`config.mk`:
```
export PLATFORM = sky130hd
export DESIGN_NAME = mwr_read_ctrl
export DESIGN_NICKNAME = d
export VERILOG_FILES = /design/src/rtl/mwr_pkg.sv /design/src/rtl/mwr_pacer.sv /design/src/rtl/mwr_tx_frame.sv /design/src/rtl/mwr_rx_word.sv /design/src/rtl/mwr_read_ctrl.sv
export SDC_FILE = /design/constraint.sdc
export NUM_CORES = 1
export LEC_CHECK = 0
export ABC_AREA = 1
export BUFFER_PORTS_ARGS = -buffer_cell sky130_fd_sc_hd__buf_2
export CORE_ASPECT_RATIO = 0.5
export CORE_MARGIN = 2
export CORE_UTILIZATION = 40
export DETAILED_ROUTE_END_ITERATION = 10
export PLACE_DENSITY = 0.68
export SYNTH_ARGS = -nofsm -noshare
export SYNTH_HDL_FRONTEND = slang
export SYNTH_SLANG_ARGS = --single-unit
```
`constraint.sdc`:
```
create_clock -name clk -period 2.2 [get_ports clk]
set_input_delay 0.66 -clock clk [delete_from_list [all_inputs] [get_ports clk]]
set_output_delay 0.66 -clock clk [all_outputs]
set_load 0.03 [all_outputs]
```
`src/rtl/mwr_pkg.sv`:
```
package mwr_pkg;
  typedef enum logic [3:0] {
    ST_IDLE,
    ST_SEL,
    ST_LEAD_HI,
    ST_LEAD_LO,
    ST_BIT_SET,
    ST_BIT_HI,
    ST_BIT_LO,
    ST_DI_LOW,
    ST_DAT_HI,
    ST_DAT_LO,
    ST_DESEL,
    ST_TRL_HI,
    ST_TRL_LO
  } mwr_state_e;

  localparam int unsigned MWR_CMD_W = 3;
  localparam logic [MWR_CMD_W-1:0] MWR_READ_CMD = 3'b110;
endpackage

```
`src/rtl/mwr_pacer.sv`:
```
module mwr_pacer #(
  parameter int unsigned DIV_W = 8
) (
  input  logic             clk,
  input  logic             rst,
  input  logic             accept,
  input  logic [DIV_W-1:0] div_in,
  input  logic             advance,
  output logic             tick
);
  logic [DIV_W-1:0] div_q;
  logic [DIV_W-1:0] cnt_q;

  always_ff @(posedge clk) begin
    if (rst) begin
      div_q <= '0;
      cnt_q <= '0;
    end else begin
      if (accept) begin
        div_q <= div_in;
        cnt_q <= div_in;
      end else if (advance) begin
        cnt_q <= div_q;
      end else if (cnt_q != '0) begin
        cnt_q <= cnt_q - 1'b1;
      end
    end
  end

  assign tick = (cnt_q == '0);
endmodule

```
`src/rtl/mwr_tx_frame.sv`:
```
module mwr_tx_frame
  import mwr_pkg::*;
#(
  parameter int unsigned ADDR_SHORT = 6,
  parameter int unsigned ADDR_LONG  = 8
) (
  input  logic                 clk,
  input  logic                 rst,
  input  logic                 accept,
  input  logic                 wide,
  input  logic [ADDR_LONG-1:0] addr,
  input  logic                 shift,
  output logic                 bit_out,
  output logic                 empty
);
  localparam int unsigned FRAME_W = MWR_CMD_W + ADDR_LONG;
  localparam int unsigned CNT_W   = $clog2(FRAME_W + 1);
  localparam logic [CNT_W-1:0] LEN_LONG  = CNT_W'(FRAME_W);
  localparam logic [CNT_W-1:0] LEN_SHORT = CNT_W'(MWR_CMD_W + ADDR_SHORT);

  logic [FRAME_W-1:0] frame_q;
  logic [FRAME_W-1:0] short_frame;
  logic [CNT_W-1:0]   left_q;

  generate
    if (ADDR_LONG > ADDR_SHORT) begin : g_pad
      assign short_frame = {MWR_READ_CMD, addr[ADDR_SHORT-1:0],
                            {(ADDR_LONG-ADDR_SHORT){1'b0}}};
    end else begin : g_nopad
      assign short_frame = {MWR_READ_CMD, addr};
    end
  endgenerate

  always_ff @(posedge clk) begin
    if (rst) begin
      frame_q <= '0;
      left_q  <= '0;
    end else if (accept) begin
      frame_q <= wide ? {MWR_READ_CMD, addr} : short_frame;
      left_q  <= wide ? LEN_LONG : LEN_SHORT;
    end else if (shift && left_q != '0) begin
      frame_q <= {frame_q[FRAME_W-2:0], 1'b0};
      left_q  <= left_q - 1'b1;
    end
  end

  assign bit_out = frame_q[FRAME_W-1];
  assign empty   = (left_q == '0);
endmodule

```
`src/rtl/mwr_rx_word.sv`:
```
module mwr_rx_word #(
  parameter int unsigned DATA_W = 16
) (
  input  logic              clk,
  input  logic              rst,
  input  logic              accept,
  input  logic              sample,
  input  logic              din,
  output logic [DATA_W-1:0] word,
  output logic              last
);
  localparam int unsigned CNT_W = $clog2(DATA_W);
  localparam logic [CNT_W-1:0] LAST_IDX = CNT_W'(DATA_W - 1);

  logic [DATA_W-1:0] sr_q;
  logic [CNT_W-1:0]  cnt_q;

  always_ff @(posedge clk) begin
    if (rst) begin
      sr_q  <= '0;
      cnt_q <= '0;
    end else if (accept) begin
      sr_q  <= '0;
      cnt_q <= '0;
    end else if (sample) begin
      sr_q  <= {sr_q[DATA_W-2:0], din};
      cnt_q <= cnt_q + 1'b1;
    end
  end

  assign word = sr_q;
  assign last = (cnt_q == LAST_IDX);
endmodule

```
`src/rtl/mwr_read_ctrl.sv`:
```
module mwr_read_ctrl
  import mwr_pkg::*;
#(
  parameter int unsigned ADDR_SHORT = 6,
  parameter int unsigned ADDR_LONG  = 8,
  parameter int unsigned DATA_W     = 16,
  parameter int unsigned DIV_W      = 8
) (
  input  logic                 clk,
  input  logic                 rst,
  input  logic                 start,
  input  logic                 wide_mode,
  input  logic [ADDR_LONG-1:0] word_addr,
  input  logic [DIV_W-1:0]     div_cfg,
  output logic                 ee_cs,
  output logic                 ee_sk,
  output logic                 ee_di,
  input  logic                 ee_do,
  output logic                 done,
  output logic [DATA_W-1:0]    rdata
);
  mwr_state_e state_q, nxt;
  logic tick, accept, advance;
  logic tx_bit, tx_empty, tx_shift;
  logic rx_sample, rx_last;
  logic [DATA_W-1:0] rx_word;
  logic cs_q, sk_q, di_q, done_q;
  logic [DATA_W-1:0] rdata_q;

  assign accept    = start && (state_q == ST_IDLE);
  assign advance   = tick && (state_q != ST_IDLE);
  assign tx_shift  = advance && (state_q == ST_BIT_SET);
  assign rx_sample = advance && (state_q == ST_DAT_LO);

  mwr_pacer #(.DIV_W(DIV_W)) u_pacer (
    .clk(clk), .rst(rst), .accept(accept), .div_in(div_cfg),
    .advance(advance), .tick(tick)
  );

  mwr_tx_frame #(.ADDR_SHORT(ADDR_SHORT), .ADDR_LONG(ADDR_LONG)) u_tx (
    .clk(clk), .rst(rst), .accept(accept), .wide(wide_mode),
    .addr(word_addr), .shift(tx_shift), .bit_out(tx_bit), .empty(tx_empty)
  );

  mwr_rx_word #(.DATA_W(DATA_W)) u_rx (
    .clk(clk), .rst(rst), .accept(accept), .sample(rx_sample),
    .din(ee_do), .word(rx_word), .last(rx_last)
  );

  always_comb begin
    nxt = state_q;
    if (state_q == ST_IDLE) begin
      if (accept) nxt = ST_SEL;
    end else if (tick) begin
      unique case (state_q)
        ST_SEL:     nxt = ST_LEAD_HI;
        ST_LEAD_HI: nxt = ST_LEAD_LO;
        ST_LEAD_LO: nxt = ST_BIT_SET;
        ST_BIT_SET: nxt = ST_BIT_HI;
        ST_BIT_HI:  nxt = ST_BIT_LO;
        ST_BIT_LO:  nxt = tx_empty ? ST_DI_LOW : ST_BIT_SET;
        ST_DI_LOW:  nxt = ST_DAT_HI;
        ST_DAT_HI:  nxt = ST_DAT_LO;
        ST_DAT_LO:  nxt = rx_last ? ST_DESEL : ST_DAT_HI;
        ST_DESEL:   nxt = ST_TRL_HI;
        ST_TRL_HI:  nxt = ST_TRL_LO;
        ST_TRL_LO:  nxt = ST_IDLE;
        default:    nxt = ST_IDLE;
      endcase
    end
  end

  always_ff @(posedge clk) begin
    if (rst) begin
      state_q <= ST_IDLE;
      cs_q    <= 1'b0;
      sk_q    <= 1'b0;
      di_q    <= 1'b0;
      done_q  <= 1'b0;
      rdata_q <= '0;
    end else begin
      state_q <= nxt;
      cs_q    <= (nxt inside {ST_SEL, ST_LEAD_HI, ST_LEAD_LO, ST_BIT_SET,
                              ST_BIT_HI, ST_BIT_LO, ST_DI_LOW, ST_DAT_HI,
                              ST_DAT_LO});
      sk_q    <= (nxt inside {ST_LEAD_HI, ST_BIT_HI, ST_DAT_HI, ST_TRL_HI});
      if (nxt == ST_BIT_SET && state_q != ST_BIT_SET)
        di_q <= tx_bit;
      else if (nxt == ST_DI_LOW || nxt == ST_IDLE || nxt == ST_SEL)
        di_q <= 1'b0;
      done_q  <= advance && (state_q == ST_TRL_LO);
      if (advance && state_q == ST_TRL_LO)
        rdata_q <= rx_word;
    end
  end

  assign ee_cs = cs_q;
  assign ee_sk = sk_q;
  assign ee_di = di_q;
  assign done  = done_q;
  assign rdata = rdata_q;
endmodule

```
# After elaboration in Yosys (flattened, before gate mapping)
# Index checks and enable logic that the tools add are counted.
# totals
out_inout_bits,20
elab_cells,78
reg_bits,75
# classes
n_reduce_logical,22
n_addsub,3
muxes,17
n_eq_ne,24
# ops
operator,n
$pmux 4 s11,1
$eq 4x4->1 const B,9
$eq 4x3->1 const B,8
$mux 8,4
$mux 11,2
$mux 4,5
$eq 4x2->1 const B,4
$logic_not 4->1,3
$reduce_bool 4->1,3
$reduce_bool 9->1,1
$eq 4x1->1 const B,2
$logic_not 8->1,1
$reduce_bool 8->1,1
$sub 8x1->8 const B,1
$logic_and 1x1->1,7
$mux 2,3
$add 4x1->4 const B,1
$ne 4x3->1 const B,1
$reduce_bool 2->1,2
$sub 4x1->4 const B,1
$reduce_bool 3->1,1
$logic_or 1x1->1,2
$mux 1,2
$reduce_or 2->1,1

# Logic depth before layout (Yosys ltp)
# depth
depth_word,10
mapped_depth,13
depth_no_buf,13

# Hierarchy
# Synthesis repeated with hierarchy kept, for this count alone.
# hier_totals
cells_unflattened,518
area_unflattened_um2,3754.9
# by_module_without_submodules
module,seq_area_each_um2,area_per_inst_um2,instances,cells_per_inst
mwr_read_ctrl,480.5,1306.3,1,185
mwr_pacer,320.3,883.3,1,119
mwr_tx_frame,300.3,838.3,1,121
mwr_rx_word,400.4,726.9,1,93

# Least setup slack after synthesis
# OpenSTA, ideal clock, no wires.
# synth_timing
kind,register -> register
start,reg u_pacer.cnt_q[0]
end,reg u_tx.frame_q[6]
n_path_buf,1
arrival_ns,1.612
synth_period_minus_slack_ns,1.692
path_stages_with_launch,12
slack_ns,0.508
setup_ns,0.080
required_time_ns,2.120
path_cell_list,dfxtp_1 inv_1 ha_1 nand2_4 nor2_8 nand2_4 nor3_4 nor2_4 clkinv_4 buf_12 nor2_2 a211oi_2
# synth_between
elab_chain_cells,5
# synth_rtl
element,line_no,rtl
"start, declared",mwr_pacer.sv:12,logic [DIV_W-1:0] cnt_q;
"start signal, assigned",mwr_pacer.sv:21,cnt_q <= div_in;
"start signal, assigned",mwr_pacer.sv:23,cnt_q <= div_q;
"start signal, assigned",mwr_pacer.sv:25,cnt_q <= cnt_q - 1'b1;
$logic_not 8->1,mwr_pacer.sv:30,assign tick = (cnt_q == '0);
$logic_and 1x1->1,mwr_read_ctrl.sv:31,assign advance = tick && (state_q != ST_IDLE);
$logic_and 1x1->1,mwr_read_ctrl.sv:32,assign tx_shift = advance && (state_q == ST_BIT_SET);
$logic_and 1x1->1,mwr_tx_frame.sv:41,end else if (shift && left_q != '0) begin
$reduce_bool 2->1 (no source line),--,
"end signal, assigned",mwr_tx_frame.sv:39,"frame_q <= wide ? {MWR_READ_CMD, addr} : short_frame;"
"end signal, assigned",mwr_tx_frame.sv:42,"frame_q <= {frame_q[FRAME_W-2:0], 1'b0};"
"end, declared",mwr_tx_frame.sv:21,logic [FRAME_W-1:0] frame_q;
# Every way passes these cells.
# A chain may end at the register's enable or synchronous reset.

# Worst setup path in the final report
# layout_timing
start,reg u_pacer.cnt_q[1]
end,"reg rdata_q[8], in the netlist rdata[8]"
# layout_between
elab_chain_cells,3
# layout_rtl
element,line_no,rtl
$logic_not 8->1,mwr_pacer.sv:30,
$logic_and 1x1->1,mwr_read_ctrl.sv:31,
$logic_and 1x1->1,mwr_read_ctrl.sv:92,if (advance && state_q == ST_TRL_LO)
"end signal, assigned",mwr_read_ctrl.sv:93,rdata_q <= rx_word;
"end, declared",mwr_read_ctrl.sv:28,logic [DATA_W-1:0] rdata_q;
# Every way passes these cells.

==> impl_metrics.ini <==
[yosys]
synth_area_per_cell_um2 = 7.39
synth_nets = 487
synth_cells = 461
synth.yosys.seq_area_share_pct = 44.1
synth_area_um2 = 3410
synthFlopType = dfxtp_1
ys_seq_elements = 75
async_flop_share_pct = 0
synth_warnings = 0
ys_types = 39
synth_edf_count = 0

[drt]
remaining_drc_errors = 0
routedWlPerCell_um = 11.6
drt_wl_total_um = 7170
drt_first_iter_violations = 291
via_count = 3025
ant_nets = 0
dr.pass1.iters = 5
vias_per_cell = 4.87

[worst_setup_path]
path_delay_family = buffers and inverters
cp.arrival_ns = 2.14
crit_buf_inv = 2
critPathMaxStageDelay_ns = 0.41
crit_path_max_fanout = 28
path_class = reg -> reg
cp-start-kind = register
end_kind = register
cp_slowest_cell = clkinvlp_4
path_cells = inv_1 > ha_1 > nand2_4 > nor2_8 > nand2_1 > clkinvlp_4 > o21ai_0 > a21oi_1
critPathRequiredTime_ns = 2.41

[min_path]
min_path_type = reg -> reg

[floorplanning]
core_area_um2 = 8140
die_w_um = 134
start_util_pct = 41.8
die_area_um2 = 9310
num_rows = 23
chipHeight_um = 69.2
ios = 41

[power_and_ir_drop]
finalPower_w = 0.00428
cellLeakagePower_nw = 1.75
powerDensity_nw_per_um2 = 1050
irDropWorstVdd_mv = 0.430

[timing]
hold_viol = 0
maxSlewViolCount = 0
finalSetupViolations = 0
fmax_mhz = 517
max_slew.worst_pin.slew_ns = 0.445
layout_min_cycle_time_ns = 1.93
timing.slew.headroom_pct = 70.2
period_share_pct = 87.8
rsz0062_at_grt = no
skew_ns = 0.00615
setup_tns_ns = 0

[layout]
drive_above_1_share_pct = 18.7
fillerInstances = 782
seq_area_um2 = 1500
syn_to_final_growth_pct = 19.1
num-nets-final = 530
diodes = 0
multi_input_area_um2 = 1610

[global_routing]
grt_max_degree = 31
grt_pass1_vias = 2738
gr-total-overflow = 0
grt_use_total_pct = 16.4
antenna_found_initial = 0
grt_pass1_wl_um = 12400

[cts]
numCtsBuffers = 9
cts-hold-fix-buffers = 0
insertion_delay_ns = 0.33
htreeDepth = 3
cts_tree = done
clkSlewWorstSetupHoldPaths_ns = 0.06
cts_num_sinks = 75
clockRootBuffer = clkbuf_16
ctsLongestPathBuffers = 2

[run]
cap_violations = 0

[placement]
dp_hpwl_um = 4990
gp_congestion = 0.834
numPortBuffers = 40

[status]
status = completed
==> where the power goes <==
| group | internal, W | switching, W | total (W) |
|---|---|---|---|
| Sequential | 0.00150 | 0.0000948 | 0.00159 |
| Clock | 0.000921 | 0.000588 | 0.00151 |
| Combinational | 0.000439 | 0.000736 | 0.00118 |
==> cell type report <==
cell class | instances | share of cell area, %
Inverter | 50 | 4.84
Clock buffer | 10 | 5.89
Sequential cell | 75 | 37.0
Multi-Input combinational cell | 317 | 39.7
Clock inverter | 6 | 1.79
Timing Repair Buffer | 51 | 7.28
Tap cell | 112 | 3.46
==> synthesized netlist by cell type (2+ instances only) <==
master,instances,share of area [%]
o22ai_1,2,0.37
inv_2,3,0.33
a31oi_1,5,0.92
xnor2_1,2,0.51
nor2_4,2,0.66
clkbuf_1,11,1.2
o31ai_1,2,0.44
o211ai_1,3,0.66
a21oi_1,61,9.0
nor2_2,6,1.1
nand2_4,2,0.66
nand2_2,3,0.55
nand3_2,2,0.59
xor2_1,2,0.51
buf_4,2,0.44
nor2_1,45,5.0
a211oi_2,3,1.1
inv_1,45,5.0
a211oi_1,2,0.44
dfxtp_1,75,44
buf_2,5,0.73
nand2_1,89,9.8
nand3_1,22,3.2
o21ai_0,46,6.8
ha_1,5,1.8
nor3_1,3,0.44
==> metrics by stage <==
step	worst slack (ns)	hold WS, ns	utilization, %	cells	instance area [um^2]
3_3_place_gp	0.156	0.445	45.9	605	3740
4_1_cts	0.0777	0.459	49.7	621	4050
5_1_grt	0.0220	0.472	49.8	621	4060
2_1_floorplan	0.508	0.429	-	461	3410
6_report	0.267	0.456	49.8	621	4060
3_5_place_dp	0.0883	0.450	45.9	605	3740
==> final timing paths <==
| kind | cells after the start | slack, ns | end | from |
|---|---|---|---|---|
| max reg2reg | 8 | 0.27 | rdata[8] | u_pacer.cnt_q[1] |
| min reg2reg | 2 | 0.46 | u_tx.frame_q[7] | u_tx.frame_q[7] |
| min | 2 | 0.46 | u_tx.frame_q[7] | u_tx.frame_q[7] |
| max | 8 | 0.27 | rdata[8] | u_pacer.cnt_q[1] |
==> metal layers <==
| metal | wire length, um | GRT usage (%) | vias up |
|---|---|---|---|
| li1 | - | - | 1601 |
| met1 | 3630 | 21.9 | 1358 |
| met2 | 3130 | 26.1 | 56 |
| met3 | 313 | 3.87 | 10 |
| met4 | 95 | 5.61 | 0 |
| met5 | 0 | 0 | - |
==> flip-flops by register name (all words and copies together) (netlist names), 4 cells and up <==
register and count:
rdata 16, u_rx.word 16, u_tx.frame_q 11, u_pacer.cnt_q 8, u_pacer.div_q 8, state_q 4
u_rx.cnt_q 4, u_tx.left_q 4
==> worst register-to-register path: stages (launching register included) <==
cell and delay (ns):
dfxtp_1 0.35, inv_1 0.08, ha_1 0.22, nand2_4 0.11, nor2_8 0.06, nand2_1 0.23, clkinvlp_4 0.41, o21ai_0 0.28
a21oi_1 0.06
==> logic make-up after synthesis <==
kind of cell             synth area share, %
adder cells (fa/ha/maj)                 1.84
AO/OA/AOI/OAI                           20.2
XOR/XNOR                                1.03
AND/OR/NAND/NOR                         24.2
flip-flops                              44.1
buffers and inverters                   8.63
==> cells in the final DEF (no fill, tap or decap), drive strengths merged, types with 2 or more instances in the layout <==
cell	instances
nand2	94
dfxtp	75
a21oi	62
nor2	54
buf	51
inv	50
o21ai	46
nand3	24
clkbuf	10
a31oi	5
ha	5
a211oi	5
nor3	4
clkinv	3
o211ai	3
clkinvlp	2
o31ai	2
xnor2	2
xor2	2
o22ai	2
or2	2
==> repair_timing <==
action	4_1_cts	5_1_grt
setup buffers	0	0
endpoints found under the setup margin	0	16
resized for setup	0	1
(Power assumes the default switching activity.)
